[config.mk]
export PLATFORM = sky130hd
export DESIGN_NAME = memtest_cmd_gen
export DESIGN_NICKNAME = d
export VERILOG_FILES = /design/src/rtl/memtest_pkg.sv /design/src/rtl/mtg_mode_filter.sv /design/src/rtl/mtg_lfsr_step.sv /design/src/rtl/mtg_addr_unit.sv /design/src/rtl/memtest_cmd_gen.sv
export SDC_FILE = /design/constraint.sdc
export NUM_CORES = 1
export LEC_CHECK = 0
export ABC_AREA = 0
export BUFFER_PORTS_ARGS = -buffer_cell sky130_fd_sc_hd__clkbuf_2
export CAP_MARGIN = 30
export CORE_UTILIZATION = 35
export DETAILED_ROUTE_END_ITERATION = 6
export GPL_ROUTABILITY_DRIVEN = 0
export HOLD_SLACK_MARGIN = 0.08
export MAX_ROUTING_LAYER = met4
export PLACE_DENSITY = 0.61
export SLEW_MARGIN = 5
export SYNTH_ARGS = -nofsm -noshare
export SYNTH_HDL_FRONTEND = slang
export SYNTH_SLANG_ARGS = --single-unit
[constraint.sdc]
create_clock -name clk -period 3.46 [get_ports clk]
set_clock_uncertainty 0.1 [all_clocks]
set_input_delay 0.173 -clock clk [delete_from_list [all_inputs] [get_ports clk]]
set_output_delay 0.173 -clock clk [all_outputs]
set_load 0.01 [all_outputs]
[src/rtl/memtest_pkg.sv]
package memtest_pkg;

    typedef enum logic [1:0] {
        AM_FIXED = 2'd1,
        AM_PRBS  = 2'd2,
        AM_SEQ   = 2'd3
    } addr_mode_e;

    typedef enum logic [1:0] {
        BM_FIXED = 2'd1,
        BM_PRBS  = 2'd2
    } bl_mode_e;

    typedef enum logic [1:0] {
        IM_WRITE = 2'd1,
        IM_READ  = 2'd2,
        IM_ALT   = 2'd3
    } instr_mode_e;

    localparam int          LFSR_W    = 32;
    localparam logic [31:0] LFSR_MASK = 32'h80200003;

endpackage

[src/rtl/mtg_mode_filter.sv]
module mtg_mode_filter
    import memtest_pkg::*;
(
    input  logic        load,
    input  logic        modify_en,
    input  logic [1:0]  req_addr,
    input  logic [1:0]  req_bl,
    input  logic [1:0]  req_instr,
    input  addr_mode_e  cur_am,
    input  bl_mode_e    cur_bm,
    input  instr_mode_e cur_im,
    output addr_mode_e  nxt_am,
    output bl_mode_e    nxt_bm,
    output instr_mode_e nxt_im
);

    logic take;

    always_comb begin
        take   = load && modify_en;
        nxt_am = cur_am;
        nxt_bm = cur_bm;
        nxt_im = cur_im;
        if (take) begin
            // each field is filtered on its own
            if (req_addr != 2'd0)                        nxt_am = addr_mode_e'(req_addr);
            if (req_bl == 2'd1 || req_bl == 2'd2)        nxt_bm = bl_mode_e'(req_bl);
            if (req_instr != 2'd0)                       nxt_im = instr_mode_e'(req_instr);
        end
    end

endmodule

[src/rtl/mtg_lfsr_step.sv]
module mtg_lfsr_step #(
    parameter int          W    = 32,
    parameter logic [W-1:0] MASK = '1
) (
    input  logic [W-1:0] cur,
    output logic [W-1:0] nxt
);

    always_comb begin
        nxt = cur >> 1;
        if (cur[0]) nxt = nxt ^ MASK;
    end

endmodule

[src/rtl/mtg_addr_unit.sv]
module mtg_addr_unit
    import memtest_pkg::*;
#(
    parameter int                ADDR_W     = 16,
    parameter int                BL_W       = 4,
    parameter int                ADDR_LIMIT = 4096,
    parameter logic [ADDR_W-1:0] FIXED_ADDR = '0
) (
    input  addr_mode_e        mode,
    input  logic [ADDR_W-1:0] rnd,
    input  logic [ADDR_W-1:0] seq_cur,
    input  logic [BL_W-1:0]   bl,
    output logic [ADDR_W-1:0] addr,
    output logic [ADDR_W-1:0] seq_nxt
);

    localparam logic [ADDR_W:0] LIM = (ADDR_W+1)'(ADDR_LIMIT);

    logic [ADDR_W:0] sum;

    always_comb begin
        sum     = {1'b0, seq_cur} + (ADDR_W+1)'(bl);
        seq_nxt = seq_cur;
        unique case (mode)
            AM_FIXED: addr = FIXED_ADDR;
            AM_PRBS:  addr = rnd;
            default: begin
                addr    = seq_cur;
                seq_nxt = (sum >= LIM) ? '0 : sum[ADDR_W-1:0];
            end
        endcase
    end

endmodule

[src/rtl/memtest_cmd_gen.sv]
module memtest_cmd_gen
    import memtest_pkg::*;
#(
    parameter int                ADDR_W     = 16,
    parameter int                BL_LOG     = 3,
    parameter int                ADDR_LIMIT = 4096,
    parameter logic [ADDR_W-1:0] FIXED_ADDR = 16'h0123,
    parameter int                FIXED_BL   = 4,
    parameter logic [31:0]       LFSR_SEED  = 32'h1D2C3B4A,
    parameter bit                EYE_TEST   = 1'b0
) (
    input  logic              clk,
    input  logic              rst_n,
    input  logic              cfg_modify_en,
    input  logic [1:0]        cfg_addr_mode,
    input  logic [1:0]        cfg_bl_mode,
    input  logic [1:0]        cfg_instr_mode,
    output logic              cmd_valid,
    input  logic              cmd_ready,
    output logic [ADDR_W-1:0] cmd_addr,
    output logic [BL_LOG:0]   cmd_bl,
    output logic              cmd_write
);

    localparam int BL_W = BL_LOG + 1;

    typedef struct packed {
        logic              valid;
        logic [ADDR_W-1:0] addr;
        logic [BL_W-1:0]   bl;
        logic              write;
        logic [LFSR_W-1:0] lfsr;
        logic [ADDR_W-1:0] seq;
        logic              phase;
        addr_mode_e        am;
        bl_mode_e          bm;
        instr_mode_e       im;
    } state_t;

    state_t st_q, st_d;

    logic              gen;
    addr_mode_e        am_n, eff_am;
    bl_mode_e          bm_n;
    instr_mode_e       im_n;
    logic [LFSR_W-1:0] lfsr_n;
    logic [BL_W-1:0]   bl_new;
    logic [ADDR_W-1:0] addr_new, seq_new;

    assign gen = !st_q.valid || cmd_ready;

    mtg_mode_filter u_mode (
        .load      (gen),
        .modify_en (cfg_modify_en),
        .req_addr  (cfg_addr_mode),
        .req_bl    (cfg_bl_mode),
        .req_instr (cfg_instr_mode),
        .cur_am    (st_q.am),
        .cur_bm    (st_q.bm),
        .cur_im    (st_q.im),
        .nxt_am    (am_n),
        .nxt_bm    (bm_n),
        .nxt_im    (im_n)
    );

    mtg_lfsr_step #(.W(LFSR_W), .MASK(LFSR_MASK)) u_lfsr (
        .cur (st_q.lfsr),
        .nxt (lfsr_n)
    );

    // a random burst length drags the address into random mode
    assign eff_am = (bm_n == BM_PRBS) ? AM_PRBS : am_n;
    // random length lands in 1 .. 2**BL_LOG
    assign bl_new = (bm_n == BM_PRBS)
                  ? ({1'b0, st_q.lfsr[LFSR_W-1 -: BL_LOG]} + BL_W'(1))
                  : BL_W'(FIXED_BL);

    mtg_addr_unit #(
        .ADDR_W     (ADDR_W),
        .BL_W       (BL_W),
        .ADDR_LIMIT (ADDR_LIMIT),
        .FIXED_ADDR (FIXED_ADDR)
    ) u_addr (
        .mode    (eff_am),
        .rnd     (st_q.lfsr[ADDR_W-1:0]),
        .seq_cur (st_q.seq),
        .bl      (bl_new),
        .addr    (addr_new),
        .seq_nxt (seq_new)
    );

    always_comb begin
        st_d = st_q;
        if (gen) begin
            st_d.valid = 1'b1;
            st_d.am    = am_n;
            st_d.bm    = bm_n;
            st_d.im    = im_n;
            st_d.lfsr  = lfsr_n;
            st_d.phase = !st_q.phase;
            st_d.bl    = bl_new;
            if (EYE_TEST) begin
                // single-location write stream
                st_d.addr  = FIXED_ADDR;
                st_d.write = 1'b1;
            end else begin
                st_d.addr = addr_new;
                st_d.seq  = seq_new;
                unique case (im_n)
                    IM_WRITE: st_d.write = 1'b1;
                    IM_READ:  st_d.write = 1'b0;
                    default:  st_d.write = !st_q.phase;
                endcase
            end
        end
    end

    always_ff @(posedge clk or negedge rst_n) begin
        if (!rst_n) begin
            st_q       <= '0;
            st_q.lfsr  <= LFSR_SEED;
            st_q.am    <= AM_SEQ;
            st_q.bm    <= BM_FIXED;
            st_q.im    <= IM_ALT;
        end else begin
            st_q <= st_d;
        end
    end

    assign cmd_valid = st_q.valid;
    assign cmd_addr  = st_q.addr;
    assign cmd_bl    = st_q.bl;
    assign cmd_write = st_q.write;

endmodule

# Word-level counts from Yosys, hierarchy flattened
# Cells that the tools add are included.
# totals
register_bits,77
in_bits,10
out_inout_bits,22
elab_cells,43
# op_classes
add_sub_neg,2
n_lt_le_gt_ge,1
n_eq_ne,7
mux,12
bitwise,2
reduce_logical,9
# op_table
op,count
32-bit two-way mux,1
16-bit one-hot mux with 2 select lines,1
16-bit by 4-bit adder with 17-bit output,1
"17-bit by 13-bit >= comparator with 1-bit output, second input constant",1
16-bit two-way mux,1
2-bit two-way mux,7
"2-bit equality test, second input constant",4
"2-bit by 1-bit equality test with 1-bit output, second input constant",3
"3-bit by 1-bit adder with 4-bit output, second input constant",1
4-bit two-way mux,1
3-bit inverter with 4-bit output,1
2-bit nonzero test,2
1-bit zero test,2
1-bit logical OR,2
1-bit one-hot mux with 2 select lines,1
2-bit AND reduction,1
2-bit OR reduction,1
1-bit logical AND,1
1-bit inverter,1

# Longest topological paths before layout
# depth
ltp_word,10
mapped_depth,14
mapped_depth_nobuf,12

# By module
# From an unflattened synthesis, not the netlist that was laid out.
# hier_totals
hier_cells,374
area_unflattened_um2,4734.5
# modules_own_cells
module,n_inst,cells_each,area_per_inst_um2,seq_area_each_um2
memtest_cmd_gen,1,202,3513.4,1951.9
mtg_addr_unit,1,123,858.3,0.0
mtg_lfsr_step,1,32,244.0,0.0
mtg_mode_filter,1,17,118.9,0.0

# Worst setup path after synthesis
# Ideal clock, no wire load.
# synth_path
kind,reg2reg
from,reg st_q (netlist bit cmd_valid)
to,reg st_q[9] (netlist name)
setup_time_ps,103
arrival_time_ps,2885
required_time_ps,3257
path_slack_ps,372
stages_incl_launch_ff,15
n_path_buf,2
period_less_slack_ps,3088
path_cell_list,dfrtp_1 nor2b_1 buf_2 nor3b_2 o32ai_4 nor2b_1 ha_1 inv_1 fa_1 nor2b_4 o31a_1 and4bb_1 buf_6 nor2_4 o41ai_2
# synth_between
word_cells_on_any_way,16
classes_between,add/sub: 1; order compare: 1; eq/ne: 3; mux: 5; bitwise: 1; reduce/logical: 5
# synth_lines
item,line_no,source
start: declaration,memtest_cmd_gen.sv:40,"state_t st_q, st_d;"
start signal: assignment,memtest_cmd_gen.sv:126,st_q <= st_d;
1-bit zero test *,memtest_cmd_gen.sv:50,assign gen = !st_q.valid || cmd_ready;
1-bit logical OR *,memtest_cmd_gen.sv:50,
1-bit logical AND *,mtg_mode_filter.sv:20,take = load && modify_en;
2-bit two-way mux *,mtg_mode_filter.sv:24,if (take) begin
2-bit equality test *,memtest_cmd_gen.sv:74,assign bl_new = (bm_n == BM_PRBS)
4-bit two-way mux *,memtest_cmd_gen.sv:75,"? ({1'b0, st_q.lfsr[LFSR_W-1 -: BL_LOG]} + BL_W'(1))"
via bl_new[0],memtest_cmd_gen.sv:47,logic [BL_W-1:0] bl_new;
16-bit by 4-bit adder with 17-bit output *,mtg_addr_unit.sv:22,"sum = {1'b0, seq_cur} + (ADDR_W+1)'(bl);"
17-bit by 13-bit >= comparator with 1-bit output,mtg_addr_unit.sv:29,seq_nxt = (sum >= LIM) ? '0 : sum[ADDR_W-1:0];
16-bit two-way mux *,mtg_addr_unit.sv:29,
# The timed path passes the listed nets; every way through them passes the cells marked *.
# A chain may end at the register's enable or synchronous reset.

# Worst setup path in the final report
# layout_path
from,reg st_q[2] (netlist name)
to,reg st_q[9] (netlist name)
# layout_between
word_cells_on_any_way,13
classes_between,add/sub: 1; order compare: 1; eq/ne: 3; mux: 5; bitwise: 1; reduce/logical: 2
# layout_lines
item,line_no,source
2-bit two-way mux,mtg_mode_filter.sv:27,if (req_bl == 2'd1 || req_bl == 2'd2) nxt_bm = bl_mode_e'(req_bl);
2-bit two-way mux *,mtg_mode_filter.sv:24,
2-bit equality test *,memtest_cmd_gen.sv:74,
4-bit two-way mux *,memtest_cmd_gen.sv:75,
via bl_new[1],memtest_cmd_gen.sv:47,
16-bit by 4-bit adder with 17-bit output *,mtg_addr_unit.sv:22,
17-bit by 13-bit >= comparator with 1-bit output,mtg_addr_unit.sv:29,
16-bit two-way mux *,mtg_addr_unit.sv:29,
# Marked as above.

==> results.py <==
metrics = {
    "yosys": {
        "synth_edf_count": 0,
        "syn_inst": 422,
        "synth_seq_cells": 77,
        "yosys_warnings": 0,
        "synthTopCellsByCount": "128 x nand2_1, 57 x dfrtp_1, 31 x nor2_1, 20 x buf_4, 20 x dfstp_2",
        "synth_area_sq_um": 3885,
        "syn_nets": 441,
        "synth_ff_type": "dfrtp_1",
        "ys_top_cells_by_area": "dfrtp_1 37%, dfstp_2 14%, nand2_1 12%",
        "async_reset_ff_share_pct": 100.0,
        "syn_avg_cell_area_sq_um": 9.206,
        "ys_seq_area_share_pct": 50.24,
        "synth_top_cell_area_share_pct": 36.71,
        "synth_most_common_cell": "nand2_1",
        "synth_top_area_cell": "dfrtp_1",
        "synth_cell_types": 59,
    },
    "detailed_routing": {
        "wirelength_um": 7919,
        "drtIter0Drc": 147,
        "num_vias": 2833,
        "dr.pass1.iters": 4,
        "routedWlPerCell_um": 13.56,
        "ant_nets": 0,
        "drc": 0,
        "routed_via_density": 4.851,
    },
    "status": {
        "status": "finished, final reports clean",
    },
    "clocking": {
        "htreeDepth": 3,
        "cts_tree": "done",
        "cts_buffers": 9,
        "cts_resized": 0,
        "clock_path_buffers": 2,
        "clk_latency_ns": 0.35,
        "cts.hold.buffers_added": 9,
        "clk_transition_reported_paths_ns": 0.08,
        "root_buffer": "clkbuf_8",
        "post_cts_buffers": 0,
        "cts_sinks": 77,
    },
    "sta": {
        "layout_setup_ws_ns": 0.2544,
        "setup_violations": 0,
        "fmax_mhz": 312.0,
        "finalSetupTns_ns": 0,
        "hold_violations": 0,
        "drv_slew": 0,
        "rsz0062_at_grt": "false",
        "slew_headroom_pct": 61.46,
        "finalCritPeriodShare_pct": 92.65,
        "tightest_slew_ns": 0.5781,
        "finalCriticalPeriod_ns": 3.206,
    },
    "worst_setup_path": {
        "arrival_ns": 3.34,
        "critical_path_required_ns": 3.60,
        "cp_max_fo": 10,
        "critPathKind": "register to register",
        "end_kind": "register",
        "cp-start-kind": "register",
    },
    "die": {
        "die_w_um": 107.4,
        "num_rows": 38,
        "die_y_um": 107.4,
        "ios": 32,
        "fp.dieArea_sq_um": 11530,
        "core_sq_um": 10840,
        "start_util_pct": 35.84,
    },
    "finish": {
        "diodes": 0,
        "post-route-util_pct": 40.00,
        "seq_area_sq_um": 1952,
        "multi_input_area_sq_um": 1630,
        "nets": 458,
        "syn2layout_area_growth_pct": 11.63,
        "stdcell_area_sq_um": 4337,
        "drive_above_1_share_pct": 21.40,
        "fillerInstances": 1096,
    },
    "power_and_ir_drop": {
        "ir_drop_uv": 233.4,
        "leakagePower_nw": 2.065,
        "p_per_area_nw_per_um2": 745.6,
    },
    "grt": {
        "first_global_vias": 2788,
        "overflow": 0,
        "grt_max_degree": 78,
        "antenna_found_initial": 0,
        "grt_pass1_wl_um": 13590,
        "grtUsageTotal_pct": 15.59,
    },
    "place": {
        "pre_cts_ws_ns": 0.2620,
        "hpwl_um": 5378,
        "port_buffers": 31,
        "post_dp_cell_area_sq_um": 4016,
    },
    "hold_path": {
        "hold_class": "input pin to asynchronous set/reset pin",
    },
    "job": {
        "cap_viol_max_count": 0,
    },
}
[cells by family after synthesis]
group | share of synthesized area [%]
compound gates | 13.72
xor+xnor | 1.127
fa+ha+maj | 3.092
buf+inv | 8.052
flops | 50.24
mux | 0.8373
other cells | 0.09653
simple gates | 22.83
[cell type report]
| class | count | share of cell area [%] |
|---|---|---|
| Tap cell | 140 | 4.039 |
| Clock inverter | 4 | 1.096 |
| Timing Repair Buffer | 48 | 7.559 |
| Clock buffer | 12 | 3.578 |
| Sequential cell | 77 | 45.01 |
| Inverter | 13 | 1.125 |
| Multi-Input combinational cell | 290 | 37.59 |
[metal layers]
| layer | track usage [%] | vias up | wire (um) |
|---|---|---|---|
| met2 | 25.62 | 40 | 3852 |
| met4 | 5.969 | 0 | 104 |
| met5 | - | - | 0 |
| li1 | - | 1422 | - |
| met1 | 19.14 | 1361 | 3720 |
| met3 | 2.785 | 10 | 241 |
[worst max-delay path, cell delays in order, from the launching register on]
cell      delay, ns
dfstp_2        0.58
inv_1          0.06
a32oi_2        0.21
o32ai_4        0.13
buf_4          0.17
nand2_1        0.13
inv_1          0.06
ha_1           0.28
a211oi_1       0.30
o21bai_1       0.15
and4bb_1       0.54
nor2_4         0.09
o41ai_2        0.29
[flip-flops by register name (all words and copies together), names as in the netlist]
| signal | flops |
|---|---|
| st_q | 55 |
| cmd_addr | 16 |
| cmd_bl | 4 |
| cmd_valid | 1 |
| cmd_write | 1 |
[where the power goes]
group	internal [mW]	leakage (nW)	switching, mW	total [mW]
Sequential	1.22	0.902	0.240	1.46
Combinational	0.487	1.06	0.592	1.08
Clock	0.371	0.102	0.323	0.694
Total	2.08	2.07	1.16	3.23
[per-stage QoR]
stage | hold slack [ns] | power (mW) | cells
after floorplan | -0.2226 | 2.310 | 422
final | 0.1534 | 3.233 | 584
after CTS | 0.1510 | 3.269 | 583
after global placement | 0.2865 | 2.520 | 558
after global routing | 0.1666 | 3.486 | 584
after detailed placement | 0.2921 | 2.553 | 558
[cell usage in the layout (no fill, tap or decap), types with 2 or more instances in the layout]
cell type / instances
o31ai_1: 2
and2_2: 2
nand2b_1: 2
clkbuf_2: 30
dfrtp_1: 57
and3_1: 3
nor4b_1: 2
clkinv_2: 2
nor2b_4: 2
a21oi_1: 15
inv_1: 13
clkbuf_8: 11
o211ai_1: 5
dlygate4sd3_1: 9
nor2b_1: 3
o21ai_0: 16
buf_4: 8
o21bai_1: 2
nand3_1: 3
or2_2: 2
a221oi_1: 9
dfstp_2: 20
ha_1: 8
mux2_2: 2
a31oi_1: 3
o22ai_1: 6
a22o_1: 2
nor2_1: 31
xnor2_1: 5
and2_1: 6
nor3_1: 2
o21a_1: 3
nand2_1: 128
and3_2: 2
[worst paths after layout]
kind,startpoint,end,slack [ns],cells after the start
max in group asynchronous,rst_n,st_q[44]$_DFFE_PN1N_,2.47,3
setup reg to reg,st_q[2]$_DFFE_PN1N_,st_q[9]$_DFFE_PN0P_,0.25,12
hold reg to reg,st_q[49]$_DFFE_PN1N_,st_q[49]$_DFFE_PN1N_,0.36,2
setup / recovery,st_q[2]$_DFFE_PN1N_,st_q[9]$_DFFE_PN0P_,0.25,12
hold / removal,rst_n,cmd_addr[1]$_DFFE_PN0N_,0.15,2
min in group clk,cfg_modify_en,st_q[2]$_DFFE_PN1N_,0.16,4
No activity file was read; power rests on OpenSTA's default activity.
